==> config.mk <==
export PLATFORM = sky130hd
export DESIGN_NAME = thermal_guard
export DESIGN_NICKNAME = d
export VERILOG_FILES = /design/src/rtl/thermal_pkg.sv /design/src/rtl/thermal_hyst_level.sv /design/src/rtl/thermal_gate_mask.sv /design/src/rtl/thermal_guard.sv
export SDC_FILE = /design/constraint.sdc
export NUM_CORES = 1
export LEC_CHECK = 0
export CELL_PAD_IN_SITES_DETAIL_PLACEMENT = 1
export CELL_PAD_IN_SITES_GLOBAL_PLACEMENT = 2
export CORE_MARGIN = 5
export CORE_UTILIZATION = 24
export CTS_BUF_LIST = sky130_fd_sc_hd__clkbuf_4 sky130_fd_sc_hd__clkbuf_8
export DETAILED_ROUTE_END_ITERATION = 16
export MAX_ROUTING_LAYER = met4
export PLACE_DENSITY = 0.85
export SETUP_SLACK_MARGIN = 0.4
export SLEW_MARGIN = 20
export SYNTH_ARGS = -nofsm -noshare
export SYNTH_HDL_FRONTEND = slang
export SYNTH_SLANG_ARGS = --single-unit
==> constraint.sdc <==
create_clock -name clk -period 2.3 [get_ports clk]
set_input_delay 0.23 -clock clk [delete_from_list [all_inputs] [get_ports clk]]
set_output_delay 0.23 -clock clk [all_outputs]
set_load 0.05 [all_outputs]
==> src/rtl/thermal_pkg.sv <==
package thermal_pkg;
  // How a level's set point is compared against the temperature code
  typedef enum logic {
    CMP_REACH  = 1'b0,  // set when temp >= threshold
    CMP_EXCEED = 1'b1   // set when temp >  threshold
  } cmp_mode_e;
endpackage

==> src/rtl/thermal_hyst_level.sv <==
// One hysteretic protection level with a consecutive-sample filter.
module thermal_hyst_level #(
  parameter int                    W        = 9,
  parameter int                    SET_TH   = 150,
  parameter int                    CLR_TH   = 135,
  parameter int                    FILT_LEN = 3,
  parameter thermal_pkg::cmp_mode_e SET_MODE = thermal_pkg::CMP_REACH
) (
  input  logic                clk,
  input  logic                rst_n,
  input  logic signed [W-1:0] temp,
  output logic                active
);
  localparam int CW = (FILT_LEN > 1) ? $clog2(FILT_LEN) : 1;
  localparam logic [CW-1:0] LAST = CW'(FILT_LEN - 1);
  localparam logic signed [W-1:0] SET_C = SET_TH[W-1:0];
  localparam logic signed [W-1:0] CLR_C = CLR_TH[W-1:0];

  logic          set_hit;
  logic          clr_hit;
  logic          change;
  logic [CW-1:0] run_cnt;

  generate
    if (SET_MODE == thermal_pkg::CMP_EXCEED) begin : g_exceed
      assign set_hit = (temp > SET_C);
    end else begin : g_reach
      assign set_hit = (temp >= SET_C);
    end
  endgenerate

  assign clr_hit = (temp < CLR_C);
  assign change  = active ? clr_hit : set_hit;

  always_ff @(posedge clk) begin
    if (!rst_n) begin
      active  <= 1'b0;
      run_cnt <= '0;
    end else if (!change) begin
      run_cnt <= '0;
    end else if (run_cnt == LAST) begin
      active  <= ~active;
      run_cnt <= '0;
    end else begin
      run_cnt <= run_cnt + 1'b1;
    end
  end
endmodule

==> src/rtl/thermal_gate_mask.sv <==
// Forces a set of gate enables low while a kill signal is high.
module thermal_gate_mask #(
  parameter int LANES = 2
) (
  input  logic [LANES-1:0] en_in,
  input  logic             kill,
  output logic [LANES-1:0] en_out
);
  generate
    for (genvar i = 0; i < LANES; i++) begin : g_lane
      assign en_out[i] = en_in[i] & ~kill;
    end
  endgenerate
endmodule

==> src/rtl/thermal_guard.sv <==
module thermal_guard #(
  parameter int TEMP_W   = 9,
  parameter int WARN_SET = 150,
  parameter int WARN_CLR = 135,
  parameter int SHUT_SET = 180,
  parameter int SHUT_CLR = 155,
  parameter int FILT_LEN = 3
) (
  input  logic                     clk,
  input  logic                     rst_n,
  input  logic signed [TEMP_W-1:0] temp_c,
  input  logic                     gh_in,
  input  logic                     gl_in,
  output logic                     gh_out,
  output logic                     gl_out,
  output logic                     warn_n,
  output logic                     shutdown
);
  localparam int GATES = 2;

  logic             warn_act;
  logic             shut_act;
  logic [GATES-1:0] gate_raw;
  logic [GATES-1:0] gate_safe;

  thermal_hyst_level #(
    .W(TEMP_W), .SET_TH(WARN_SET), .CLR_TH(WARN_CLR),
    .FILT_LEN(FILT_LEN), .SET_MODE(thermal_pkg::CMP_REACH)
  ) u_warn (
    .clk(clk), .rst_n(rst_n), .temp(temp_c), .active(warn_act)
  );

  thermal_hyst_level #(
    .W(TEMP_W), .SET_TH(SHUT_SET), .CLR_TH(SHUT_CLR),
    .FILT_LEN(FILT_LEN), .SET_MODE(thermal_pkg::CMP_EXCEED)
  ) u_shut (
    .clk(clk), .rst_n(rst_n), .temp(temp_c), .active(shut_act)
  );

  assign gate_raw = {gh_in, gl_in};

  thermal_gate_mask #(.LANES(GATES)) u_mask (
    .en_in(gate_raw), .kill(shut_act), .en_out(gate_safe)
  );

  assign gh_out   = gate_safe[1];
  assign gl_out   = gate_safe[0];
  assign warn_n   = ~warn_act;
  assign shutdown = shut_act;
endmodule

Word-level counts from Yosys, hierarchy flattened. Index checks and enable logic that the tools add are counted.

Add/subtract/negate cells: 2. Multiply operators: 0. Div/mod/pow operators: 0. Order comparisons: 4. Eq/ne operators: 2. Shift-type cells: 0. Multiplexer cells: 2. Bitwise logic cells: 7. Reductions and logical operators: 4.

Operator list (count): 9-bit less-than comparator (second input constant) (2); 9-bit >= comparator (second input constant) (1); 9-bit > comparator (second input constant) (1); 3-bit OR reduction (2); 1-bit inverter (5); 2-bit by 1-bit adder with 2-bit output (second input constant) (2); 2-bit == test (second input constant) (2); 2-bit AND reduction (2); 1-bit AND (2); 1-bit 2-to-1 mux (2).

Register bits: 6. Latch bits: 0. RAM bits: 0. ROM bits: 0. Bits of input ports: 13. Output and inout port bits: 4. Logic and storage cells: 25. Memories: 0.

Depth between registers and ports, before layout.
Depth in word-level cells: 4. Depth in mapped cells: 5. Mapped depth without buffers: 5.

Hierarchy. Synthesis repeated with hierarchy kept, for this count alone.

Cell total of the unflattened synthesis: 45. Area, all modules: 411.6 um2.

By module, submodules not included: thermal_hyst_level (u_shut) (instances 1, cells an instance 22, area each 198.9 um2, seq. area each 60.1 um2); thermal_hyst_level (u_warn) (instances 1, cells an instance 20, area each 196.4 um2, seq. area each 60.1 um2); thermal_gate_mask (instances 1, cells an instance 2, area each 12.5 um2, seq. area each 0.0 um2); thermal_guard (instances 1, cells an instance 1, area each 3.8 um2, seq. area each 0.0 um2).

Least setup slack after synthesis. OpenSTA, ideal clock, no wires.

Path type: register to output. Start: reg u_shut.active. End: out gh_out. Arrival: 1279 ps. Data required time: 2070 ps. Setup slack: 791 ps. Cell stages (with the launch flop): 2. Cells stage by stage: dfxtp_1 > nor2b_1.

Word-level cells in the longest chain between the ends: 2.

Ends and longest elaborated chain: start, declared (line thermal_hyst_level.sv:12) `output logic active`; start signal, assigned (line thermal_hyst_level.sv:42) `active <= ~active;`; 1-bit inverter (line thermal_gate_mask.sv:11) `assign en_out[i] = en_in[i] & ~kill;`; 1-bit AND (line thermal_gate_mask.sv:11); end, declared (line thermal_guard.sv:14) `output logic gh_out,`.

Every way passes these cells.

Worst setup path after layout.
Start: in gl_in. End: out gl_out.

Word-level cells in the longest chain between the ends: 1.

Ends and longest elaborated chain: start, declared (line thermal_guard.sv:13) `input logic gl_in,`; 1-bit AND (line thermal_gate_mask.sv:11); end, declared (line thermal_guard.sv:15) `output logic gl_out,`.

Every way passes these cells.

==> metrics.txt <==
outcome=finished, final reports clean; post-synthesis sequential area ratio=0.303; most frequent cells in the layout=15 x clkdlybuf4s50_1, 6 x dfxtp_1, 4 x nand3_1; WP data arrival=1.60 ns; IO Pins=17; Antenna Cells=0; die width=50.7 um; Setup Viol. Count Final=0; RSZ-0062 raised after global routing=false; synthesized area=397 sq um; number of global-route vias before repair=437; first-pass GRT wire length=1.99 mm; final critical-path required period=1.83 ns; Final Skew=0.00482 ns; I/O Buffers=16; RD Place Congestion=0.682; Antenna Nets Post-Route=0; total track usage=0.105; H-Tree Depth=1; CTS tree=done; maximum VDD drop=183 uV; Async S/R FF share, synth=0; post-CTS setup buffer count=0; Final Cycle Share=0.797; Max FO, Critical Path=1; DRT iter0 DRCs=2; Finished Core Util=0.390; placed cell count=80; count of final max-slew check failures=0; mean routed wirelength per cell=14.0 um; critical path class=in -> out; synth-to-layout area growth=51.7%; syn_area_per_cell=8.26 sq um; Gate Count Post-Synth=48; total of max-cap violations=0; CTS root buffer=clkbuf_4; drt via density=5.47; HP Class=reg -> reg; core area=1540 sq um; Critical Path Start Type=primary input; P per Cell Area=437 nW/um^2; non-filler cells, final=83; Initial Utilization=0.257; Worst Tran Pin Value=0.510 ns; total grt overflow=0; drt drc=0; Crit. End Element=output pin; final setup TNS=0 ns; layout cells sized above 1=0.0597; yosys warns=0; synth unique cells=24; via count=454; Reg clk slew, reported paths=0.04 ns; clk sinks=6; syn_nets=63; Skew-Pair Late Insertion Delay=0.24 ns; Final HPWL DP=935 um; Max Clock Freq=0.545 GHz; Max-slew headroom=0.659; P_leak=0.204 nW; antenna violations before repair=0; worst-case reg-to-reg path depth=5; Final Hold Viols=0; Top FF cell, synth=dfxtp_1; # rows=14; total CTS buffers=3; chip height=50.7 um; hold path depth=1; Post-Route WL=1.16 mm; maximum number of pins on one net before global-route repair=8; nets=84; commonest non-fill, non-tap cell in the layout=clkdlybuf4s50_1; Clock Tree Buf Depth=2; drt pass-1 iters=3; CP Data Required Time=2.07 ns; die area=2570 sq um; EDFF count, synth=0; synthesized flop and latch total=6
-- stage by stage --
| step | hold WS (ns) | worst slack (ns) | area (sq um) | total power [mW] |
|---|---|---|---|---|
| 2_1_floorplan | 0.372 | 0.791 | 397 | 0.133 |
| 3_3_place_gp | 0.417 | 0.463 | 577 | 0.167 |
| 3_5_place_dp | 0.416 | 0.413 | 577 | 0.169 |
| 4_1_cts | 0.421 | 0.419 | 599 | 0.269 |
| 5_1_grt | 0.459 | 0.428 | 602 | 0.278 |
| 6_report | 0.420 | 0.467 | 602 | 0.263 |
-- sequential cells by signal, summed over array words and instances (netlist names) --
signal / count
u_shut.run_cnt: 2
u_shut.active: 1
u_warn.run_cnt: 2
u_warn.active: 1
-- power breakdown --
group          switching, mW  total [mW]  leakage [nW]  internal [mW]
clock network         0.0371      0.0960        0.0138         0.0590
registers           0.000636       0.107        0.0485          0.106
logic                 0.0300      0.0601         0.141         0.0301
total                 0.0677       0.263         0.204          0.195
-- final cells by class --
| cell class | count | area [sq um] |
|---|---|---|
| clock buffers | 3 | 22.5 |
| fillers | 195 | 940 |
| inverters | 3 | 11.3 |
| multi-input cells | 39 | 265 |
| flip-flops and latches | 6 | 120 |
| well taps | 16 | 20.0 |
| repair buffers | 16 | 163 |
-- metal layers --
layer	global-route usage	up-vias	wire, um
met3	0.0621	0	91
met4	0.0255	0	0
met2	0.149	14	557
li1	-	230	-
met5	-	-	0
met1	0.127	210	511
-- cells in the mapped netlist, drive strengths merged, types with 2 or more instances --
library cell,count,share of area
nor2b,3,0.047
nand3b,3,0.057
nand2b,2,0.038
a2111oi,2,0.044
o221ai,2,0.044
inv,3,0.028
dfxtp,6,0.30
nand2,2,0.019
a211oi,2,0.038
o22ai,2,0.032
nand3,4,0.050
nor2,3,0.028
ha,2,0.063
a21oi,3,0.038
-- logic make-up after synthesis --
group | after synthesis | synth area share
flip-flops | 6 | 0.303
AO/OA/AOI/OAI | 16 | 0.300
buffers and inverters | 3 | 0.0284
AND/OR/NAND/NOR | 21 | 0.306
adder cells (fa/ha/maj) | 2 | 0.0631
-- final timing paths --
kind	start	endpoint	slack (ns)
setup / recovery	gl_in	gl_out	0.47
hold / removal	u_shut.run_cnt[0]	u_shut.run_cnt[0]	0.42
setup reg to reg	u_shut.run_cnt[0]	u_shut.active	1.07
hold reg to reg	u_shut.run_cnt[0]	u_shut.run_cnt[0]	0.42
-- critical path, cell delays in order --
cell             delay (ns)
clkdlybuf4s50_1        0.45
nor2b_1                0.12
clkdlybuf4s50_1        0.81
-- what timing repair did --
item | CTS | global route
hold buffers | 0 | 0
endpoints found under the hold margin | 0 | 0
gates resized for setup | 0 | 1
setup endpoints to repair | 0 | 1
No activity file was read; power rests on OpenSTA's default activity.
